===== config.mk =====
export PLATFORM = sky130hd
export DESIGN_NAME = dreq_seq
export DESIGN_NICKNAME = d
export VERILOG_FILES = /design/src/rtl/dreq_pkg.sv /design/src/rtl/dreq_accept.sv /design/src/rtl/dreq_xfer_ctrl.sv /design/src/rtl/dreq_addr_gen.sv /design/src/rtl/dreq_seq.sv
export SDC_FILE = /design/constraint.sdc
export NUM_CORES = 1
export LEC_CHECK = 0
export ABC_AREA = 1
export BUFFER_PORTS_ARGS = -buffer_cell sky130_fd_sc_hd__buf_4
export CAP_MARGIN = 0
export CORE_ASPECT_RATIO = 1.5
export CORE_MARGIN = 2
export CORE_UTILIZATION = 55
export CTS_CLUSTER_SIZE = 24
export DETAILED_ROUTE_END_ITERATION = 10
export GPL_ROUTABILITY_DRIVEN = 0
export HOLD_SLACK_MARGIN = 0.02
export PLACE_DENSITY = 0.81
export SYNTH_ARGS = -nofsm -noshare
export SYNTH_HDL_FRONTEND = slang
export SYNTH_SLANG_ARGS = --single-unit

===== constraint.sdc =====
create_clock -name clk -period 2.2 [get_ports clk]
set_input_delay 0.44 -clock clk [delete_from_list [all_inputs] [get_ports clk]]
set_output_delay 0.44 -clock clk [all_outputs]
set_load 0.05 [all_outputs]

===== src/rtl/dreq_pkg.sv =====
package dreq_pkg;

    localparam int ADDR_W = 16;
    localparam int DATA_W = 16;
    localparam int CNT_W  = 8;

    typedef enum logic [1:0] {
        ST_IDLE  = 2'd0,
        ST_ACT   = 2'd1,
        ST_READ  = 2'd2,
        ST_WRITE = 2'd3
    } xfer_state_e;

    typedef enum logic [1:0] {
        CFG_SRC  = 2'd0,
        CFG_DST  = 2'd1,
        CFG_CNT  = 2'd2,
        CFG_CTRL = 2'd3
    } cfg_sel_e;

    typedef struct packed {
        logic level;
        logic enable;
    } ctrl_bits_t;

    function automatic int unsigned step_bytes(int unsigned dw);
        return (dw < 8) ? 1 : dw / 8;
    endfunction

endpackage


===== src/rtl/dreq_accept.sv =====
module dreq_accept (
    input  logic clk,
    input  logic rst,
    input  logic en_i,
    input  logic open_i,
    input  logic req_n,
    input  logic activate_i,
    output logic held_o
);
    logic held_q;

    always_ff @(posedge clk) begin
        if (rst || !en_i) begin
            held_q <= 1'b0;
        end else if (activate_i) begin
            held_q <= 1'b0;
        end else if (open_i && !req_n) begin
            held_q <= 1'b1;
        end
    end

    assign held_o = held_q;


    held_only_when_open_chk: assert property (@(posedge clk) disable iff (rst)
        $rose(held_q) |-> $past(open_i && !req_n));


    held_kept_chk: assert property (@(posedge clk) disable iff (rst)
        (held_q && en_i && !activate_i) |=> held_q);

endmodule


===== src/rtl/dreq_xfer_ctrl.sv =====
module dreq_xfer_ctrl
    import dreq_pkg::*;
#(
    parameter int CW = CNT_W
) (
    input  logic          clk,
    input  logic          rst,
    input  logic          cfg_we,
    input  cfg_sel_e      cfg_sel,
    input  ctrl_bits_t    ctrl_wdata,
    input  logic [CW-1:0] cnt_wdata,
    input  logic          held_i,
    input  logic          bus_free_i,
    output xfer_state_e   state_o,
    output logic          en_o,
    output logic          open_o,
    output logic          activate_o,
    output logic          lock_o,
    output logic          done_o
);
    xfer_state_e   state_q;
    logic          en_q;
    logic          level_q;
    logic          done_q;
    logic [CW-1:0] cnt_q;
    logic [CW-1:0] cnt_after;
    logic          activate;

    assign activate  = (state_q == ST_IDLE) && en_q && held_i && bus_free_i;
    assign cnt_after = (state_q == ST_WRITE) ? cnt_q - 1'b1 : cnt_q;

    always_ff @(posedge clk) begin
        if (rst) begin
            state_q <= ST_IDLE;
            en_q    <= 1'b0;
            level_q <= 1'b0;
            done_q  <= 1'b0;
            cnt_q   <= '0;
        end else begin
            case (state_q)
                ST_IDLE:  if (activate) state_q <= ST_ACT;
                ST_ACT:   state_q <= ST_READ;
                ST_READ:  state_q <= ST_WRITE;
                default:  state_q <= ST_IDLE;
            endcase

            if (state_q == ST_WRITE) begin
                cnt_q <= cnt_after;
                if (cnt_q == {{(CW-1){1'b0}}, 1'b1}) begin
                    en_q   <= 1'b0;
                    done_q <= 1'b1;
                end
            end

            if (cfg_we) begin
                case (cfg_sel)
                    CFG_CNT: if (!lock_o) cnt_q <= cnt_wdata;
                    CFG_CTRL: begin
                        level_q <= ctrl_wdata.level;
                        if (ctrl_wdata.enable) begin
                            if (cnt_after == '0) begin
                                en_q   <= 1'b0;
                                done_q <= 1'b1;
                            end else begin
                                en_q   <= 1'b1;
                                done_q <= 1'b0;
                            end
                        end else begin
                            en_q <= 1'b0;
                        end
                    end
                    default: ;
                endcase
            end
        end
    end

    assign state_o    = state_q;
    assign en_o       = en_q;
    assign open_o     = en_q && level_q && (state_q == ST_IDLE) && !held_i;
    assign activate_o = activate;
    assign lock_o     = en_q || (state_q != ST_IDLE);
    assign done_o     = done_q;


    read_after_act_chk: assert property (@(posedge clk) disable iff (rst)
        (state_q == ST_READ) |-> ($past(state_q) == ST_ACT));


    act_needs_free_chk: assert property (@(posedge clk) disable iff (rst)
        (state_q == ST_ACT) |-> $past(held_i && bus_free_i));


    cnt_step_chk: assert property (@(posedge clk) disable iff (rst)
        (state_q == ST_WRITE) |=> (cnt_q == $past(cnt_q) - 1'b1));


    done_disables_chk: assert property (@(posedge clk) disable iff (rst)
        $rose(done_q) |-> !en_q);

endmodule


===== src/rtl/dreq_addr_gen.sv =====
module dreq_addr_gen
    import dreq_pkg::*;
#(
    parameter int AW = ADDR_W,
    parameter int DW = DATA_W
) (
    input  logic          clk,
    input  logic          rst,
    input  logic          cfg_we,
    input  cfg_sel_e      cfg_sel,
    input  logic [AW-1:0] cfg_wdata,
    input  logic          lock_i,
    input  logic          step_src_i,
    input  logic          step_dst_i,
    input  logic [DW-1:0] rdata_i,
    output logic [AW-1:0] src_o,
    output logic [AW-1:0] dst_o,
    output logic [DW-1:0] wdata_o
);
    localparam logic [AW-1:0] STEP = AW'(step_bytes(DW));

    logic [AW-1:0] src_q, dst_q;
    logic [DW-1:0] buf_q;
    logic          load_ok;

    assign load_ok = cfg_we && !lock_i;

    always_ff @(posedge clk) begin
        if (rst) begin
            src_q <= '0;
            dst_q <= '0;
            buf_q <= '0;
        end else begin
            if (step_src_i) begin
                src_q <= src_q + STEP;
                buf_q <= rdata_i;
            end else if (load_ok && cfg_sel == CFG_SRC) begin
                src_q <= cfg_wdata;
            end
            if (step_dst_i) begin
                dst_q <= dst_q + STEP;
            end else if (load_ok && cfg_sel == CFG_DST) begin
                dst_q <= cfg_wdata;
            end
        end
    end

    assign src_o   = src_q;
    assign dst_o   = dst_q;
    assign wdata_o = buf_q;


    src_step_chk: assert property (@(posedge clk) disable iff (rst)
        step_src_i |=> (src_q == $past(src_q) + STEP));


    dst_step_chk: assert property (@(posedge clk) disable iff (rst)
        step_dst_i |=> (dst_q == $past(dst_q) + STEP));


    src_locked_chk: assert property (@(posedge clk) disable iff (rst)
        (lock_i && !step_src_i) |=> $stable(src_q));

endmodule


===== src/rtl/dreq_seq.sv =====
module dreq_seq
    import dreq_pkg::*;
#(
    parameter int AW = ADDR_W,
    parameter int DW = DATA_W,
    parameter int CW = CNT_W
) (
    input  logic          clk,
    input  logic          rst,
    input  logic          cfg_we,
    input  logic [1:0]    cfg_sel,
    input  logic [AW-1:0] cfg_wdata,
    input  logic          req_n,
    input  logic          bus_free,
    input  logic [DW-1:0] bus_rdata,
    output logic [AW-1:0] bus_addr,
    output logic          bus_rd,
    output logic          bus_wr,
    output logic [DW-1:0] bus_wdata,
    output logic          bus_own,
    output logic          done
);
    xfer_state_e   state;
    cfg_sel_e      sel;
    ctrl_bits_t    ctrl_w;
    logic          en, open, activate, lock, held;
    logic [AW-1:0] src, dst;

    assign sel    = cfg_sel_e'(cfg_sel);
    assign ctrl_w = ctrl_bits_t'(cfg_wdata[1:0]);

    dreq_accept u_accept (
        .clk        (clk),
        .rst        (rst),
        .en_i       (en),
        .open_i     (open),
        .req_n      (req_n),
        .activate_i (activate),
        .held_o     (held)
    );

    dreq_xfer_ctrl #(.CW(CW)) u_ctrl (
        .clk        (clk),
        .rst        (rst),
        .cfg_we     (cfg_we),
        .cfg_sel    (sel),
        .ctrl_wdata (ctrl_w),
        .cnt_wdata  (cfg_wdata[CW-1:0]),
        .held_i     (held),
        .bus_free_i (bus_free),
        .state_o    (state),
        .en_o       (en),
        .open_o     (open),
        .activate_o (activate),
        .lock_o     (lock),
        .done_o     (done)
    );

    dreq_addr_gen #(.AW(AW), .DW(DW)) u_addr (
        .clk        (clk),
        .rst        (rst),
        .cfg_we     (cfg_we),
        .cfg_sel    (sel),
        .cfg_wdata  (cfg_wdata),
        .lock_i     (lock),
        .step_src_i (state == ST_READ),
        .step_dst_i (state == ST_WRITE),
        .rdata_i    (bus_rdata),
        .src_o      (src),
        .dst_o      (dst),
        .wdata_o    (bus_wdata)
    );

    always_comb begin
        case (state)
            ST_READ:  bus_addr = src;
            ST_WRITE: bus_addr = dst;
            default:  bus_addr = '0;
        endcase
    end

    assign bus_rd  = (state == ST_READ);
    assign bus_wr  = (state == ST_WRITE);
    assign bus_own = (state != ST_IDLE);


    strobe_excl_chk: assert property (@(posedge clk) disable iff (rst)
        $onehot0({bus_rd, bus_wr}));


    read_owned_chk: assert property (@(posedge clk) disable iff (rst)
        $rose(bus_rd) |-> $past(bus_own));


    write_follows_read_chk: assert property (@(posedge clk) disable iff (rst)
        bus_wr |-> $past(bus_rd));

endmodule


==> results of run 1 <==
[power breakdown]
group | total, mW | switching (mW) | internal (mW)
Combinational | 0.484 | 0.310 | 0.173
Clock | 1.14 | 0.474 | 0.665
Sequential | 1.23 | 0.0539 | 1.18
[worst min path at each step]
stage | to | slack (ns) | cells past startpoint
6_report | u_addr.wdata_o[11] | 0.32 | 3
5_1_grt | u_addr.wdata_o[5] | 0.33 | 3
4_1_cts | u_addr.wdata_o[5] | 0.31 | 3
3_5_place_dp | u_ctrl.level_q | 0.47 | 2
3_3_place_gp | u_ctrl.level_q | 0.44 | 2
2_1_floorplan | u_ctrl.level_q | 0.43 | 2
[timing repair]
item                                    4_1_cts  5_1_grt
resized for setup                             0        0
hold buffers                                  0        0
setup buffers                                 0        3
endpoints found under the setup margin        0        8
[placed cells by master (no fill, tap or decap), types with 4 or more instances in the layout]
cell	instances
o22ai_4	10
buf_4	80
nand2_2	5
a31oi_1	11
nand4_1	8
o211ai_1	7
nor3_1	5
ha_1	5
nand2_1	102
inv_1	72
nor2_4	4
nand3_1	32
o21ai_2	7
nand2_4	4
o22ai_1	8
o21ai_1	5
inv_2	7
a21oi_1	20
nor2_1	59
clkbuf_8	10
dfxtp_1	62
o21ai_0	35
[worst max-delay path, delay by kind of cell, from the launching register on]
| family | cells | cell delay (ns) |
|---|---|---|
| and+or+nand+nor | 1 | 0.16 |
| buffers and inverters | 2 | 0.48 |
| AOI/OAI and AO/OA | 1 | 0.08 |
| DFF | 1 | 0.45 |
| adders and majority gates | 1 | 0.18 |
[cells by family after synthesis]
family	Yosys count
AO/OA/AOI/OAI	118
XOR/XNOR	3
adder cells (fa/ha/maj)	7
buffers and inverters	100
flip-flops	62
AND/OR/NAND/NOR	230
[area by class of cell]
class / instances / area share, %
repair buffers: 83 / 14.4
clock inverters: 6 / 1.85
well taps: 74 / 2.01
flip-flops and latches: 62 / 27.0
inverters: 80 / 6.59
clock buffers: 10 / 2.99
multi-input cells: 358 / 45.2
[state kept, by name (all words and copies together) (netlist names)]
signal / cells
u_ctrl.en_o: 1
u_ctrl.done_o: 1
u_ctrl.state_o: 2
u_addr.src_o: 16
u_addr.wdata_o: 16
u_ctrl.cnt_q: 8
u_addr.dst_o: 16
u_ctrl.level_q: 1
u_accept.held_o: 1
[metal layers]
| layer | GRT usage (%) | vias up | wire length (µm) |
|---|---|---|---|
| met5 | 0 | - | 0 |
| met4 | 14.3 | 0 | 210 |
| met3 | 4.54 | 20 | 476 |
| met2 | 50.7 | 114 | 5120 |
| met1 | 34.0 | 1711 | 4020 |
| li1 | - | 1859 | - |
==> impl_metrics.yaml, run 1 <==
worst_hold_path:
  hp-start: "bus_rdata[11]"
  hp-class: "in -> reg"
grt:
  antenna_found_initial: 0
  grt_max_degree: 24
  grt_overflow: 0
  grt_pass1_wl_um: 16500
  grt_pass1_vias: 3653
  grt_usage_pct: 28.8
timing:
  tns_ns: 0
  period_needed_ns: 2.13
  fin_skew_ns: 0.0130
  slew_violations: 0
  finalSetupViolCount: 0
  setup_slack_ns: 0.0699
  max_slew.worst_pin.slew_ns: 0.659
  fmax_ghz: 0.469
  period_share_pct: 96.8
  slew_headroom_pct: 56.0
  whs_ns: 0.320
  hold_viol_final: 0
clock_tree:
  clockRootBuffer: "clkbuf_8"
  cts_tree: "yes"
  ctsLongestPathBuffers: 2
  cts.htree.levels: 3
  cts.sinks: 62
  clk_pin_slew_worst_paths_ns: 0.07
  cts_buffers: 9
  clkLatencyLatePin_ns: 0.35
synth:
  async_reset_ff_share_pct: 0
  yosysWarnings: 0
  synthTopCellsByArea: "dfxtp_1 35%, nand2_1 11%, inv_1 7.7%"
  yosys.area.top_type: "dfxtp_1"
  synth_compound_area_share_pct: 20.1
  avgSynthCellArea_um2: 6.80
  ys_ff_latch: 62
  synthXorXnorAreaFrac_pct: 0.743
  synth_edf_count: 0
  yosysTopAreaCellShare_pct: 35.1
  yosysMostFrequentCell: "nand2_1"
  seq_area_frac_synth_pct: 35.1
  synth-main-ff-cell: "dfxtp_1"
  yosysUniqueCellTypes: 40
  synth_simple_gate_area_share_pct: 30.2
  synth_fa_ha_area_share_pct: 2.48
  synthMuxAreaShare_pct: 0
  syn_area_um2: 3540
  syn_inst: 520
  syn_nets: 566
  synthTopCellsByCount: "102 x nand2_1, 73 x inv_1, 62 x dfxtp_1, 59 x nor2_1, 41 x o21ai_0"
  synth_top_family_by_area: "simple AND/OR/NAND/NOR gates"
worst_setup_path:
  max_stage_delay_ns: 0.45
  reg2regPathDepth: 14
  endpoint: "bus_addr[12]"
  r2r_start: "u_ctrl.state_o[1]"
  crit_arrival_ns: 1.69
  crit_slowest_cell: "dfxtp_1"
  worstPathRequired_ns: 1.76
  critPathLaunch: "u_ctrl.state_o[1]"
  cp-end-kind: "output port"
  reg2reg_to: "u_ctrl.done_o"
  critPathLaunchType: "register"
  cpMostUsedCell: "buf_4"
  crit_chain: "ha_4 -> buf_4 -> nand2_1 -> o21ai_2 -> buf_4"
  critPathKind: "reg -> out"
  r2r_setup_slack_ns: 0.31
  cp_max_fo: 22
finish:
  area_delta_synth_final_pct: 30.0
  fillCellCount: 498
  drive_gt1_share_pct: 25.5
  multi_input_area_um2: 2080
  antenna_cells: 0
  utilization_pct: 74.5
  final_cells: 673
  design_area_um2: 4600
  seqCellArea_um2: 1240
  final_nets: 640
floorplanning:
  initial_core_util_pct: 57.3
  rows: 35
  coreArea_um2: 6170
  die_y_um: 102
  die-area_um2: 7100
  io_pins: 75
  die_x_um: 69.5
routing:
  wire_per_inst_um: 14.6
  routed_via_density: 5.50
  firstDrtPassIters: 5
  via_count: 3704
  route.detailed.drc: 0
  detailedRoute.firstIterationViolations: 285
  wl_um: 9830
  ant_nets: 0
placement:
  place_inst: 654
  place_ws_ns: 0.334
  place_area_um2: 4350
  hpwl_um: 7370
  port_buffers: 74
run_status:
  outcome: "completed"
power:
  peakVddDrop_mv: 0.571
  p_per_area_nw_per_um2: 621
  power.total_mw: 2.86
  cellLeakagePower_nw: 2.03
run:
  cap_viol_max_count: 0
(Power assumes the default switching activity.)
==> run 2: changes to the inputs <==
--- a/config.mk
+++ b/config.mk
@@ -10,12 +10,12 @@
 export CAP_MARGIN = 0
 export CORE_ASPECT_RATIO = 1.5
 export CORE_MARGIN = 2
-export CORE_UTILIZATION = 55
+export CORE_UTILIZATION = 50
 export CTS_CLUSTER_SIZE = 24
 export DETAILED_ROUTE_END_ITERATION = 10
 export GPL_ROUTABILITY_DRIVEN = 0
 export HOLD_SLACK_MARGIN = 0.02
-export PLACE_DENSITY = 0.81
+export PLACE_DENSITY = 0.75
 export SYNTH_ARGS = -nofsm -noshare
 export SYNTH_HDL_FRONTEND = slang
 export SYNTH_SLANG_ARGS = --single-unit
==> impl_metrics.yaml, run 2 (synthesized netlist as in run 1, its figures left out) <==
floorplanning:
  die_y_um: 107
  die-area_um2: 7770
  initial_core_util_pct: 51.6
  die_x_um: 72.7
  rows: 37
  io_pins: 75
  coreArea_um2: 6850
power:
  cellLeakagePower_nw: 2.00
  p_int_mw: 1.75
  seqPwrFrac_pct: 48.8
  p_switching_mw: 0.779
  switching_share_pct: 30.8
  clockPowerShare_pct: 32.4
  p_per_area_nw_per_um2: 559
  combinationalPowerShare_pct: 18.8
  peakVddDrop_mv: 0.674
worst_setup_path:
  crit_arrival_ns: 1.60
  r2r_start: "u_ctrl.state_o[1]"
  reg2reg_to: "u_ctrl.done_o"
  critPathLaunchType: "register"
  reg2regPathDepth: 15
  max_stage_delay_ns: 0.47
  path_depth: 5
  cp-end-kind: "output port"
  crit_chain: "ha_4 -> inv_2 -> buf_12 -> o22ai_4 -> buf_4"
  r2r_setup_slack_ns: 0.31
  cp_top_family: "flip-flops"
  worstPathRequired_ns: 1.76
  cp_max_fo: 22
  critPathLaunch: "u_ctrl.state_o[1]"
  crit_slowest_cell: "dfxtp_1"
  endpoint: "bus_addr[11]"
  path_buf_inv: 3
  critPathKind: "reg -> out"
clock_tree:
  clockRootBuffer: "clkbuf_8"
  cts.sinks: 62
  ctsLongestPathBuffers: 2
  clkLatencyLatePin_ns: 0.33
  cts-resized-gates: 0
  cts_buffers: 9
  cts_tree: "yes"
  cts.htree.levels: 3
  clk_pin_slew_worst_paths_ns: 0.07
routing:
  routed_via_density: 5.46
  wire_per_inst_um: 14.1
  detailedRoute.firstIterationViolations: 249
  route.detailed.drc: 0
  wl_um: 9580
  firstDrtPassIters: 8
  ant_nets: 0
  via_count: 3700
grt:
  grt_pass1_vias: 3556
  grt_usage_pct: 25.8
  grt_pass1_wl_um: 16000
  grt_overflow: 0
  antenna_found_initial: 0
  grt_max_degree: 24
timing:
  period_needed_ns: 2.04
  slew_violations: 0
  max_slew.worst_pin.slew_ns: 0.343
  hold_viol_final: 0
  finalSetupViolCount: 0
  period_share_pct: 92.8
  fin_skew_ns: 0.0107
  setup_slack_ns: 0.158
  rsz0062_at_grt: "no"
  slew_headroom_pct: 77.1
  fmax_ghz: 0.490
  tns_ns: 0
finish:
  fillCellCount: 619
  final_cells: 678
  final_common_cell: "nand2_1"
  design_area_um2: 4530
  seqCellArea_um2: 1240
  final_nets: 642
  antenna_cells: 0
  mostFrequentLayoutCells: "102 x nand2_1, 83 x buf_4, 72 x inv_1"
  drive_gt1_share_pct: 25.0
  multi_input_area_um2: 2080
  area_delta_synth_final_pct: 28.2
  utilization_pct: 66.1
run:
  cap_viol_max_count: 0
placement:
  place_ws_ns: 0.337
  place_area_um2: 4350
  place_inst: 659
  port_buffers: 74
  hpwl_um: 7290
run_status:
  outcome: "completed"
worst_hold_path:
  min_path_cells: 3
  hp-class: "in -> reg"
==> run 2: final cells by class <==
cell class                      count  area share [%]
Multi-Input combinational cell    358            45.9
Sequential cell                    62            27.4
Timing Repair Buffer               85            14.6
Inverter                           80            6.68
Clock buffer                       13            3.06
Tap cell                           78            2.15
Clock inverter                      2           0.221
==> run 2: power groups by stage <==
stage	clock network, mW	logic (mW)	registers, mW
floorplan	0	0.310	1.27
global placement	0	0.467	1.26
detailed placement	0	0.476	1.26
CTS	0.834	0.477	1.23
global route	0.885	0.530	1.24
finish	0.821	0.476	1.23
==> run 2: what timing repair did <==
item,in CTS,in global routing
hold buffers,0,0
setup buffers,4,0
endpoints found under the setup margin,10,0
==> run 2: how the worst min path moves through the flow <==
stage	from	endpoint	slack [ns]
after detailed placement	u_ctrl.level_q	u_ctrl.level_q	0.46
after global placement	u_ctrl.level_q	u_ctrl.level_q	0.44
final	bus_rdata[12]	u_addr.wdata_o[12]	0.32
after global routing	bus_rdata[13]	u_addr.wdata_o[13]	0.34
after floorplan	u_ctrl.level_q	u_ctrl.level_q	0.43
after CTS	bus_rdata[12]	u_addr.wdata_o[12]	0.32
==> run 2: metal layers <==
layer / track usage [%] / up-vias / share of wire [%]
li1: - / 1857 / -
met1: 31.5 / 1702 / 42
met2: 43.6 / 117 / 51
met3: 4.32 / 24 / 5.2
met4: 11.4 / 0 / 2.5
met5: 0 / - / 0
==> run 2: metrics by stage <==
stage                     hold WS [ns]  power [mW]
after CTS                        0.319        2.54
after global routing             0.339        2.65
after detailed placement         0.457        1.73
final                            0.324        2.53
after global placement           0.441        1.72
after floorplan                  0.431        1.58
==> run 2: tightest hold or removal path, cell delays in order <==
cell    delay (ns)
buf_4         0.08
nor2_1        0.03
nor2_1        0.08
